$ cat src/rtl/gpio_line_pkg.sv
package gpio_line_pkg;

    localparam int WORD_W  = 32;
    localparam int NIBBLES = WORD_W / 4;
    localparam int REC_LEN = NIBBLES + 4;
    localparam int IDX_W   = $clog2(REC_LEN);

    typedef enum logic [1:0] {
        REC_OE  = 2'd0,
        REC_OUT = 2'd1,
        REC_QRY = 2'd2
    } rec_kind_t;

    typedef struct packed {
        logic valid;
        logic with_oe;
        logic with_qry;
    } pend_t;

    typedef struct packed {
        logic [WORD_W-1:0] oe;
        logic [WORD_W-1:0] out;
    } words_t;

    function automatic logic [7:0] hex_char(input logic [3:0] n);
        if (n < 4'd10) return 8'h30 + {4'b0, n};
        else           return 8'h57 + {4'b0, n};
    endfunction

    function automatic logic [7:0] tag_char(input rec_kind_t k);
        case (k)
            REC_OE:  return 8'h44;
            REC_OUT: return 8'h4F;
            default: return 8'h51;
        endcase
    endfunction

    function automatic logic [7:0] rec_byte(input rec_kind_t k,
                                            input logic [WORD_W-1:0] w,
                                            input logic [IDX_W-1:0] idx);
        int unsigned        i;
        int unsigned        sh;
        logic [WORD_W-1:0]  t;
        i = int'(idx);
        if (i == 0)                return tag_char(k);
        else if (i == 1)           return 8'h3A;
        else if (i == REC_LEN - 2) return 8'h0D;
        else if (i == REC_LEN - 1) return 8'h0A;
        else begin
            sh = 4 * (NIBBLES + 1 - i);
            t  = w >> sh;
            return hex_char(t[3:0]);
        end
    endfunction

endpackage

$ cat src/rtl/gpio_line_req.sv
module gpio_line_req
    import gpio_line_pkg::*;
(
    input  logic              clk,
    input  logic              rst,
    input  logic              link_up,
    input  logic              req_valid,
    input  logic              req_with_oe,
    input  logic [WORD_W-1:0] oe_word,
    input  logic [WORD_W-1:0] out_word,
    input  logic              take,
    output words_t            shadow,
    output pend_t             pend,
    output logic              link_stable
);

    logic  link_q;
    logic  link_rise;
    pend_t base;

    assign link_rise   = link_up & ~link_q;
    assign link_stable = link_up & link_q;
    assign base        = take ? '0 : pend;

    always_ff @(posedge clk) begin
        if (rst) begin
            link_q <= 1'b0;
            shadow <= '0;
            pend   <= '{valid: 1'b1, with_oe: 1'b1, with_qry: 1'b0};
        end else begin
            link_q        <= link_up;
            pend.valid    <= base.valid | req_valid | link_rise;
            pend.with_oe  <= base.with_oe | (req_valid & req_with_oe) | link_rise;
            pend.with_qry <= base.with_qry | link_rise;
            if (req_valid) begin
                shadow.oe  <= oe_word;
                shadow.out <= out_word;
            end
        end
    end

endmodule

$ cat src/rtl/gpio_line_seq.sv
module gpio_line_seq
    import gpio_line_pkg::*;
(
    input  logic       clk,
    input  logic       rst,
    input  logic       link_up,
    input  logic       start,
    input  pend_t      pend,
    input  words_t     shadow,
    input  logic       tx_ready,
    output logic       busy,
    output logic       tx_valid,
    output logic [7:0] tx_data
);

    rec_kind_t          kind;
    logic [IDX_W-1:0]   idx;
    logic               qry_due;
    words_t             act;
    logic               fire;
    logic               last;
    logic [WORD_W-1:0]  word_sel;

    assign tx_valid = busy & link_up;
    assign fire     = tx_valid & tx_ready;
    assign last     = (idx == IDX_W'(REC_LEN - 1));
    assign word_sel = (kind == REC_OUT) ? act.out : act.oe;
    assign tx_data  = rec_byte(kind, word_sel, idx);

    always_ff @(posedge clk) begin
        if (rst) begin
            busy    <= 1'b0;
            kind    <= REC_OUT;
            idx     <= '0;
            qry_due <= 1'b0;
            act     <= '0;
        end else if (start) begin
            busy    <= 1'b1;
            kind    <= pend.with_oe ? REC_OE : REC_OUT;
            idx     <= '0;
            qry_due <= pend.with_qry;
            act     <= shadow;
        end else if (fire) begin
            if (last) begin
                idx <= '0;
                case (kind)
                    REC_OE:  kind <= REC_OUT;
                    REC_OUT: begin
                        if (qry_due) kind <= REC_QRY;
                        else         busy <= 1'b0;
                    end
                    default: busy <= 1'b0;
                endcase
            end else begin
                idx <= idx + 1'b1;
            end
        end
    end

endmodule

$ cat src/rtl/gpio_line_tx.sv
module gpio_line_tx
    import gpio_line_pkg::*;
(
    input  logic              clk,
    input  logic              rst,
    input  logic              link_up,
    input  logic              req_valid,
    input  logic              req_with_oe,
    input  logic [WORD_W-1:0] oe_word,
    input  logic [WORD_W-1:0] out_word,
    output logic [7:0]        tx_data,
    output logic              tx_valid,
    input  logic              tx_ready
);

    words_t shadow;
    pend_t  pend;
    logic   link_stable;
    logic   busy;
    logic   start;

    assign start = ~busy & pend.valid & link_stable;

    gpio_line_req u_req (
        .clk         (clk),
        .rst         (rst),
        .link_up     (link_up),
        .req_valid   (req_valid),
        .req_with_oe (req_with_oe),
        .oe_word     (oe_word),
        .out_word    (out_word),
        .take        (start),
        .shadow      (shadow),
        .pend        (pend),
        .link_stable (link_stable)
    );

    gpio_line_seq u_seq (
        .clk      (clk),
        .rst      (rst),
        .link_up  (link_up),
        .start    (start),
        .pend     (pend),
        .shadow   (shadow),
        .tx_ready (tx_ready),
        .busy     (busy),
        .tx_valid (tx_valid),
        .tx_data  (tx_data)
    );

endmodule

$ cat config.mk
export PLATFORM = sky130hd
export DESIGN_NAME = gpio_line_tx
export DESIGN_NICKNAME = d
export VERILOG_FILES = /design/src/rtl/gpio_line_pkg.sv /design/src/rtl/gpio_line_req.sv /design/src/rtl/gpio_line_seq.sv /design/src/rtl/gpio_line_tx.sv
export SDC_FILE = /design/constraint.sdc
export NUM_CORES = 1
export LEC_CHECK = 0
export BUFFER_PORTS_ARGS = -buffer_cell sky130_fd_sc_hd__buf_2
export CAP_MARGIN = 30
export CORE_ASPECT_RATIO = 0.7
export CORE_MARGIN = 2
export CORE_UTILIZATION = 40
export CTS_BUF_LIST = sky130_fd_sc_hd__clkbuf_8
export DETAILED_ROUTE_END_ITERATION = 6
export GPL_ROUTABILITY_DRIVEN = 0
export GPL_TIMING_DRIVEN = 1
export PLACE_DENSITY = 0.66
export RECOVER_POWER = 100
export SLEW_MARGIN = 10
export SYNTH_ARGS = -nofsm -noshare
export SYNTH_HDL_FRONTEND = slang
export SYNTH_SLANG_ARGS = --single-unit
$ cat constraint.sdc
create_clock -name clk -period 5 [get_ports clk]
set_clock_uncertainty 0.15 [all_clocks]
set_input_delay 1 -clock clk [delete_from_list [all_inputs] [get_ports clk]]
set_output_delay 1 -clock clk [all_outputs]
set_load 0.01 [all_outputs]
==> flow_summary.toml, run 1 <==
[clocking]
cts_hold_buffers = 0
root_buffer = "sky130_fd_sc_hd__clkbuf_8"
tritoncts.num_buffers = 17
cts_sinks = 140
clk_transition_reported_paths_ps = 80
worstSkewPairLatency_ps = 440
cts_buffer_depth = 2
cts-resized-gates = 0
h-tree-depth = 4
cts_tree = "done"
post-cts-setup-buffers = 0

[cells_and_area]
synthToLayoutAreaGrowth_pct = 16.11
layout.cells.most_common_list = "sky130_fd_sc_hd__nand2_1, sky130_fd_sc_hd__dfxtp_1, sky130_fd_sc_hd__nor2_1"
final_core_utilization_pct = 47.15
antenna_cells = 0
layoutNonFillerInstCount = 926
stdcell_area_um2 = 6898
fill_cells = 1453
final_common_cell = "sky130_fd_sc_hd__nand2_1"
final_net_count = 795
layout-drive-gt1-share_pct = 17.10

[die]
die_w_um = 149.7
pin_count = 79
dieArea_um2 = 15860
chipHeight_um = 106.0
placement_rows = 37
core_footprint_um2 = 14630
floorplan.initialDensity_pct = 40.61

[grt]
grt_pass1_wl_um = 22520
antenna_found_initial = 0
grt_start_max_net_pins = 91
overflow = 0
grtUsageTotal_pct = 17.98
first_global_vias = 4624

[setup_path]
crit_path_max_fanout = 21
worstSetupEndpointType = "output port"
setup.worst_path.class = "reg -> out"
cp_data_required_time_ps = 3850
crit_path_launch_type = "register"
critPathArrivalTime_ps = 3560

[synth]
synth_area_per_cell_um2 = 8.933
synthMuxAreaShare_pct = 16.47
yosys_most_used_dff = "sky130_fd_sc_hd__dfxtp_1"
synth_area_um2 = 5941
synth-xor-area-share_pct = 0.1474
synth_enable_flop_cells = 0
synthAdderAreaFrac_pct = 1.474
yosys_warnings = 0
number_of_distinct_standard_cells_referenced_by_the_synthesized_netlist = 57
synthSimpleGateAreaFrac_pct = 18.07
synthArstFlopShare_pct = 0
syn-num-nets = 742
ys_ff_latch = 140
yosysSeqAreaShare_pct = 47.18
synth_top_family_by_area = "simple AND/OR/NAND/NOR gates"
syn-instance-count = 665
synth_compound_area_share_pct = 12.41

[drt]
drtPass1Iterations = 5
first_iter_violations = 296
drt.antenna.violating_nets = 0
via_count = 4788
post_dr_vias_cell = 5.171
routed_wl_um = 13830
wl_per_cell_um = 14.94
drc = 0

[power]
power.density_cell_area_nw_per_um2 = 350.7
power.total_mw = 2.419
ir_worst_vdd_mv = 0.1419
cellLeakagePower_nw = 2.771

[job]
max_cap_viols = 1

[sta]
timing_worst_slew_pin_value_ps = 3708
grt_setup_unrepaired = "no"
timing.final.hold_violations = 0
post-route-min-period_ps = 4707
final-max-slew-violation-count = 91
finalSetupTns_ps = 0
achievable-frequency_mhz = 212.4
final_number_of_setup_violating_endpoints = 0
min_period_over_period_pct = 94.14
final.setup.worst_slack_ps = 292.8
whs_ps = 298.8
timing.slew.headroom_pct = -147.2

[run_status]
run_status = "complete, but fails checks"
failed_checks = "capacitance limit, slew limit"

[placed_design]
buffer_ports.inserted = 77
numPlacedInstances = 894
post_dp_cell_area_um2 = 6432
placement.setup.worst_slack_ps = 820.9
detailed_place_hpwl_um = 9924

[hold_path]
min-delay-path-class = "reg -> reg"
[per-layer routing]
metal | track usage (%) | wire length, um
met1 | 25.25 | 6623
met2 | 26.54 | 6162
met3 | 5.494 | 859
met4 | 5.526 | 189
met5 | 0 | 0
[final timing paths]
check | startpoint | to | slack, ps | cells after the start
max | u_seq.idx[0] | tx_data[2] | 290 | 8
min | u_req.shadow[54] | u_seq.act[54] | 300 | 2
max reg2reg | u_seq.idx[0] | u_seq.kind[0] | 2270 | 6
min reg2reg | u_req.shadow[54] | u_seq.act[54] | 300 | 2
[layout make-up]
cell class / count / area [um^2] / share of cell area (%)
clock buffer: 21 / 289.0 / 4.190
clock inverter: 11 / 188.9 / 2.739
inverter: 8 / 35.03 / 0.5079
multi-input combinational: 469 / 2890 / 41.90
sequential: 140 / 2803 / 40.63
tap: 195 / 244.0 / 3.537
timing repair buffer: 82 / 447.9 / 6.494
[registers in the layout, indices dropped and copies added, names as in the netlist]
name and cells:
u_req.link_q 1, u_seq.kind 2, u_seq.idx 4, u_req.pend 3, u_seq.qry_due 1, u_seq.act 64, u_req.shadow 64, u_seq.busy 1
[worst max-delay path, cell delays in order (launching register included)]
cell and delay [ps]:
sky130_fd_sc_hd__dfxtp_1 990, sky130_fd_sc_hd__inv_6 100, sky130_fd_sc_hd__mux4_1 480, sky130_fd_sc_hd__mux2i_1 260, sky130_fd_sc_hd__a2bb2oi_1 390, sky130_fd_sc_hd__ha_1 250
sky130_fd_sc_hd__a21bo_2 240, sky130_fd_sc_hd__o31ai_1 240, sky130_fd_sc_hd__clkbuf_1 180
[cells in the mapped netlist (8+ instances only)]
library cell / number / area, um^2
sky130_fd_sc_hd__nand2_1: 142 / 533.0
sky130_fd_sc_hd__o21ai_0: 11 / 55.05
sky130_fd_sc_hd__nor2_1: 78 / 292.8
sky130_fd_sc_hd__clkbuf_1: 32 / 120.1
sky130_fd_sc_hd__mux4_2: 8 / 180.2
sky130_fd_sc_hd__nand2b_1: 8 / 50.05
sky130_fd_sc_hd__dfxtp_1: 140 / 2803
sky130_fd_sc_hd__mux2i_1: 72 / 720.7
sky130_fd_sc_hd__a21oi_1: 75 / 375.4
[power by group]
group          switching, mW  internal [mW]
Clock                  0.426          0.646
Combinational         0.0901         0.0748
Sequential            0.0264           1.16
Total                  0.542           1.88
[kinds of logic (layout without fill, tap and decap cells)]
logic type	Yosys count	in the layout
AOI/OAI and AO/OA	122	122
xor gates and xnor gates	1	1
and+or+nand+nor	254	254
muxes	84	84
adders and majority gates	7	7
DFF	140	140
other	1	1
buffers and inverters	56	122
Note: power is estimated with default switching activity, not from simulation.
==> run 2, diff against run 1 <==
SYNTH_HIERARCHICAL = 1   (was unset)
==> flow_summary.toml, run 2 <==
[run_status]
run_status = "complete, but fails checks"
failed_checks = "capacitance limit, slew limit"

[drt]
first_iter_violations = 340
routed_wl_um = 14080
post_dr_vias_cell = 5.163
wl_per_cell_um = 16.18
via_count = 4492
drc = 0
drt.antenna.violating_nets = 0
drtPass1Iterations = 5

[setup_path]
worstSetupEndpointType = "output port"
timing.critical_path.max_delay_family = "compound AO/OA/AOI/OAI gates"
timing.critical_path.slowest_stage_cell = "sky130_fd_sc_hd__ha_2"
setup.worst_path.class = "reg -> out"
cp_data_required_time_ps = 3850
worst_setup_path_startpoint = "u_seq/idx[1]"
crit_chain = "clkbuf_4 -> clkinvlp_4 -> ha_2 -> inv_1 -> mux4_2 -> o211ai_1 -> a21oi_1 -> o31ai_4 -> nor3_1 -> or3_1 -> buf_2"
critPathArrivalTime_ps = 3620
critical_path.n_buffers_inverters = 4
cpPeakStageDelay_ps = 480
regToRegStartpoint = "u_seq/busy"
crit_path_launch_type = "register"
crit_path_max_fanout = 16

[die]
core_footprint_um2 = 14720
pin_count = 79
die_w_um = 150.9
chipHeight_um = 106.8
placement_rows = 37
floorplan.initialDensity_pct = 41.04
dieArea_um2 = 16120

[job]
max_cap_viols = 1

[power]
ir_worst_vdd_mv = 0.2079
cellLeakagePower_nw = 2.808
power.density_cell_area_nw_per_um2 = 331.6

[cells_and_area]
fill_cells = 1400
largest_registers = "u_req/shadow: 64 flops, u_seq/act: 64 flops, u_seq/idx: 4 flops"
final_net_count = 739
multi_input_area_um2 = 2913
layout.cells.most_common_list = "sky130_fd_sc_hd__nor2_1, sky130_fd_sc_hd__dfxtp_1, sky130_fd_sc_hd__mux2i_1"
antenna_cells = 0
seqCellArea_um2 = 2803
synthToLayoutAreaGrowth_pct = 13.36
stdcell_area_um2 = 6849
layout-drive-gt1-share_pct = 19.26
final_common_cell = "sky130_fd_sc_hd__nor2_1"
layoutNonFillerInstCount = 870

[synth]
synthArstFlopShare_pct = 0
ys_ff_latch = 140
syn-num-nets = 681
ys_top_cells_by_area = "sky130_fd_sc_hd__dfxtp_1, sky130_fd_sc_hd__mux2i_1, sky130_fd_sc_hd__nor2_1"
synthMostInstantiatedCell = "sky130_fd_sc_hd__nor2_1"
synth_area_um2 = 6042
synth_enable_flop_cells = 0
yosys_most_used_dff = "sky130_fd_sc_hd__dfxtp_1"
synthDominantCellAreaShare_pct = 46.39
syn-instance-count = 604
synth.largest_area_cell = "sky130_fd_sc_hd__dfxtp_1"
synth_area_per_cell_um2 = 10.00
number_of_distinct_standard_cells_referenced_by_the_synthesized_netlist = 57
yosysSeqAreaShare_pct = 46.39
yosys_warnings = 6
synth.cells.most_frequent = "sky130_fd_sc_hd__nor2_1, sky130_fd_sc_hd__dfxtp_1, sky130_fd_sc_hd__mux2i_1"

[sta]
grt_setup_unrepaired = "no"
min_period_over_period_pct = 95.41
final-max-slew-violation-count = 92
post-route-min-period_ps = 4770
final_number_of_setup_violating_endpoints = 0
timing.final.hold_violations = 0
timing.slew.headroom_pct = -153.5
finalSetupTns_ps = 0
timing_worst_slew_pin_value_ps = 3802
achievable-frequency_mhz = 209.6

[placed_design]
post_dp_cell_area_um2 = 6450
detailed_place_hpwl_um = 10110
numPlacedInstances = 838
buffer_ports.inserted = 77

[clocking]
cts_tree = "done"
root_buffer = "sky130_fd_sc_hd__clkbuf_8"
clk_transition_reported_paths_ps = 90
cts_buffer_depth = 2
cts_hold_buffers = 0
cts_sinks = 140
tritoncts.num_buffers = 17
h-tree-depth = 4
worstSkewPairLatency_ps = 440

[grt]
overflow = 0
grt_start_max_net_pins = 92
grt_pass1_wl_um = 22270
grtUsageTotal_pct = 18.03
antenna_found_initial = 0
first_global_vias = 4205

[hold_path]
min-delay-path-class = "reg -> reg"
holdCritStartpoint = "u_seq/act[15]"
## run 2: final timing paths
path / cells after the start / slack (ps) / endpoint
setup / recovery: 11 / 230 / tx_data[6]
hold / removal: 2 / 340 / u_seq/act[15]
setup reg to reg: 4 / 2700 / u_seq/act[23]
hold reg to reg: 2 / 340 / u_seq/act[15]
## run 2: cell type report
type,count,share of cell area [%]
flip-flops and latches,140,40.92
well taps,195,3.562
clock buffers,18,3.617
clock inverters,14,2.210
inverters,12,0.7125
repair buffers,82,6.449
multi-input cells,409,42.53
## run 2: tightest hold or removal path, stage by stage, from the launching register on
cell and delay, ps:
sky130_fd_sc_hd__dfxtp_1 320, sky130_fd_sc_hd__mux2i_1 60, sky130_fd_sc_hd__nor2_1 80
## run 2: per-stage QoR
stage | setup slack, ps | util [%] | hold WS [ps] | total power, mW
final | 229.6 | 46.52 | 345.0 | 2.271
after global routing | 28.66 | 46.52 | 376.3 | 2.364
after CTS | 182.6 | 46.52 | 354.0 | 2.294
after detailed placement | 676.9 | 43.81 | 330.6 | 1.386
after global placement | 815.0 | 43.63 | 319.2 | 1.378
after floorplan | 1192 | - | 301.0 | 1.331
## run 2: layer usage
layer,vias up,routed length (um),global-route usage [%]
li1,2197,-,-
met2,162,5511,23.28
met4,0,192,6.809
met1,2116,7481,28.50
met3,17,892,3.957
met5,-,0,0
## run 2: what timing repair did
item | in CTS | in global routing
buffers inserted | 0 | 0
hold endpoints to repair | 0 | 0
setup endpoints to repair | 0 | 5
gates resized for setup | 0 | 3
## run 2: cell families (layout without fill, tap and decap cells)
logic type               Yosys count  count (layout)  synth area share, %
flip-flops                       140             140                46.39
XOR/XNOR                           3               3               0.4350
buffers and inverters             55             126                5.508
AO/OA/AOI/OAI                     51              51                6.233
other                              1               1              0.06207
multiplexers                     140             140                24.87
adder cells (fa/ha/maj)            7               7                1.450
AND/OR/NAND/NOR                  207             207                15.06
## run 2: power breakdown
part,switching [mW],internal [mW]
Combinational,0.0912,0.0829
Sequential,0.0312,1.16
Clock,0.482,0.428
==> run 3, diff against run 2 <==
CORE_UTILIZATION = 60   (was 40)
PLACE_DENSITY = 0.89   (was 0.66)
clock period = 5.15 ns   (was 5 ns; I/O delays follow)
==> flow_summary.toml, run 3 (synthesis results as in run 2) <==
[run_status]
run_status = "complete, but fails checks"
failed_checks = "capacitance limit, slew limit"

[die]
dieArea_um2 = 10900
placement_rows = 30
core_footprint_um2 = 9759
pin_count = 79
chipHeight_um = 87.96
die_w_um = 123.9
floorplan.initialDensity_pct = 61.91

[power]
ir_worst_vdd_mv = 0.2614
cellLeakagePower_nw = 2.822
power.density_cell_area_nw_per_um2 = 337.2

[grt]
busiest_layer = "met2"
first_global_vias = 4128
antenna_found_initial = 0
grt_pass1_wl_um = 21370
grt.met2_usage_pct = 37.76
grt_util_met1_pct = 37.39
grt_start_max_net_pins = 81
overflow = 0
grtUsageTotal_pct = 25.64
global_route.usage.met3_pct = 6.771

[setup_path]
timing.critical_path.max_delay_family = "compound AO/OA/AOI/OAI gates"
r2r_end = "u_seq/act[11]"
timing.critical_path.slowest_stage_cell = "sky130_fd_sc_hd__dfxtp_2"
critPathArrivalTime_ps = 3690
setup.reg_to_reg.worst_slack_ps = 2980
crit_chain = "clkinvlp_4 -> ha_1 -> inv_1 -> mux4_2 -> o211ai_1 -> a21oi_1 -> a21oi_1 -> nand3_1 -> a32oi_1 -> clkbuf_1"
cpPeakStageDelay_ps = 520
crit_path_max_fanout = 16
timing.reg2reg.worst_path_depth = 5
regToRegStartpoint = "u_req/link_q"
critical-path-top-cell-by-count = "sky130_fd_sc_hd__a21oi_1"
crit_path_launch_type = "register"
critical_path.n_buffers_inverters = 3
worstSetupEndpointType = "output port"
cp_data_required_time_ps = 3970
setup.worst_path.class = "reg -> out"

[sta]
achievable-frequency_mhz = 205.4
final-max-slew-violation-count = 62
timing.final.hold_violations = 0
finalSetupTns_ps = 0
grt_setup_unrepaired = "no"
min_period_over_period_pct = 94.55
post-route-min-period_ps = 4869
timing_worst_slew_pin_value_ps = 2516
timing.slew.headroom_pct = -67.73
final_number_of_setup_violating_endpoints = 0

[placed_design]
post_dp_cell_area_um2 = 6331
buffer_ports.inserted = 77
numPlacedInstances = 769
detailed_place_hpwl_um = 9202

[cells_and_area]
layout-drive-gt1-share_pct = 18.40
largest_registers = "u_req/shadow: 64 flops, u_seq/act: 64 flops, u_seq/idx: 4 flops"
antenna_cells = 0
synthToLayoutAreaGrowth_pct = 12.28
stdcell_area_um2 = 6784
final_net_count = 738
layout.cells.most_common_list = "sky130_fd_sc_hd__nor2_1, sky130_fd_sc_hd__dfxtp_1, sky130_fd_sc_hd__mux2i_1"
final_common_cell = "sky130_fd_sc_hd__nor2_1"
layoutNonFillerInstCount = 802

[drt]
drt.antenna.violating_nets = 0
post_dr_vias_cell = 5.711
via_count = 4580
wl_per_cell_um = 16.75
routed_wl_um = 13440
drc = 0
first_iter_violations = 531
drtPass1Iterations = 7

[clocking]
root_buffer = "sky130_fd_sc_hd__clkbuf_8"
cts_tree = "done"
h-tree-depth = 4
clk_transition_reported_paths_ps = 80
worstSkewPairLatency_ps = 430
cts_sinks = 140
tritoncts.num_buffers = 17
cts_buffer_depth = 2
cts-resized-gates = 0
cts_hold_buffers = 0
post-cts-setup-buffers = 0

[hold_path]
min-delay-path-class = "reg -> reg"
worst_hold_path_cell_count = 2
worstHoldEndpoint = "u_req/shadow[44]"
holdCritStartpoint = "u_req/shadow[44]"

[job]
max_cap_viols = 1
run 3: changes by cell type in the layout (fill, tap and decap cells not counted), moves of 2 or more:
| cell | delta |
|---|---|
| sky130_fd_sc_hd__buf_2 | -3 |
| sky130_fd_sc_hd__bufinv_16 | +3 |
| sky130_fd_sc_hd__clkbuf_1 | +3 |
| sky130_fd_sc_hd__inv_1 | +2 |
| sky130_fd_sc_hd__inv_8 | -4 |
run 3: metrics by stage:
stage | util, % | hold slack, ps | setup WS, ps | total power, mW
floorplan | - | 301.0 | 1312 | 1.293
global placement | 64.87 | 320.7 | 767.2 | 1.332
detailed placement | 64.87 | 330.6 | 568.9 | 1.341
CTS | 69.38 | 351.6 | 79.05 | 2.299
global route | 69.51 | 372.7 | 117.3 | 2.367
finish | 69.51 | 350.7 | 280.8 | 2.288
run 3: worst register-to-register path, cell delays in order (launching register included):
cell and delay [ps]:
sky130_fd_sc_hd__dfxtp_1 340, sky130_fd_sc_hd__and2_1 130, sky130_fd_sc_hd__and3b_4 490, sky130_fd_sc_hd__buf_4 550, sky130_fd_sc_hd__mux2i_1 310, sky130_fd_sc_hd__nor2_1 50
run 3: routing by layer:
metal,vias to the layer above,share of wire (%)
li1,2206,-
met1,2136,48
met2,215,43
met3,23,8.1
met4,0,1.4
met5,-,0
run 3: worst max-delay path by stage:
| stage | start | to | slack [ps] | depth (start not counted) |
|---|---|---|---|---|
| 3_5_place_dp | u_seq/idx[1] | tx_data[1] | 570 | 10 |
| 3_3_place_gp | u_seq/idx[1] | tx_data[6] | 770 | 10 |
| 4_1_cts | u_seq/idx[1] | tx_data[1] | 80 | 10 |
| 5_1_grt | u_seq/idx[1] | tx_data[3] | 120 | 10 |
| 2_1_floorplan | u_seq/idx[1] | tx_data[6] | 1310 | 10 |
| 6_report | u_seq/idx[1] | tx_data[3] | 280 | 10 |
run 3: power breakdown:
group,total (mW),leakage (nW),switching [mW],internal [mW]
registers,1.15,1.14,0.0292,1.12
clock network,0.969,0.227,0.426,0.543
logic,0.167,1.45,0.0881,0.0790
total,2.29,2.82,0.543,1.74
run 3: area by class of cell:
class | count | area, um^2
clock buffers | 18 | 247.7
clock inverters | 14 | 192.7
fillers | 728 | 2975
inverters | 12 | 48.80
multi-input cells | 409 | 2910
flip-flops and latches | 140 | 2804
well taps | 128 | 160.2
repair buffers | 81 | 420.4
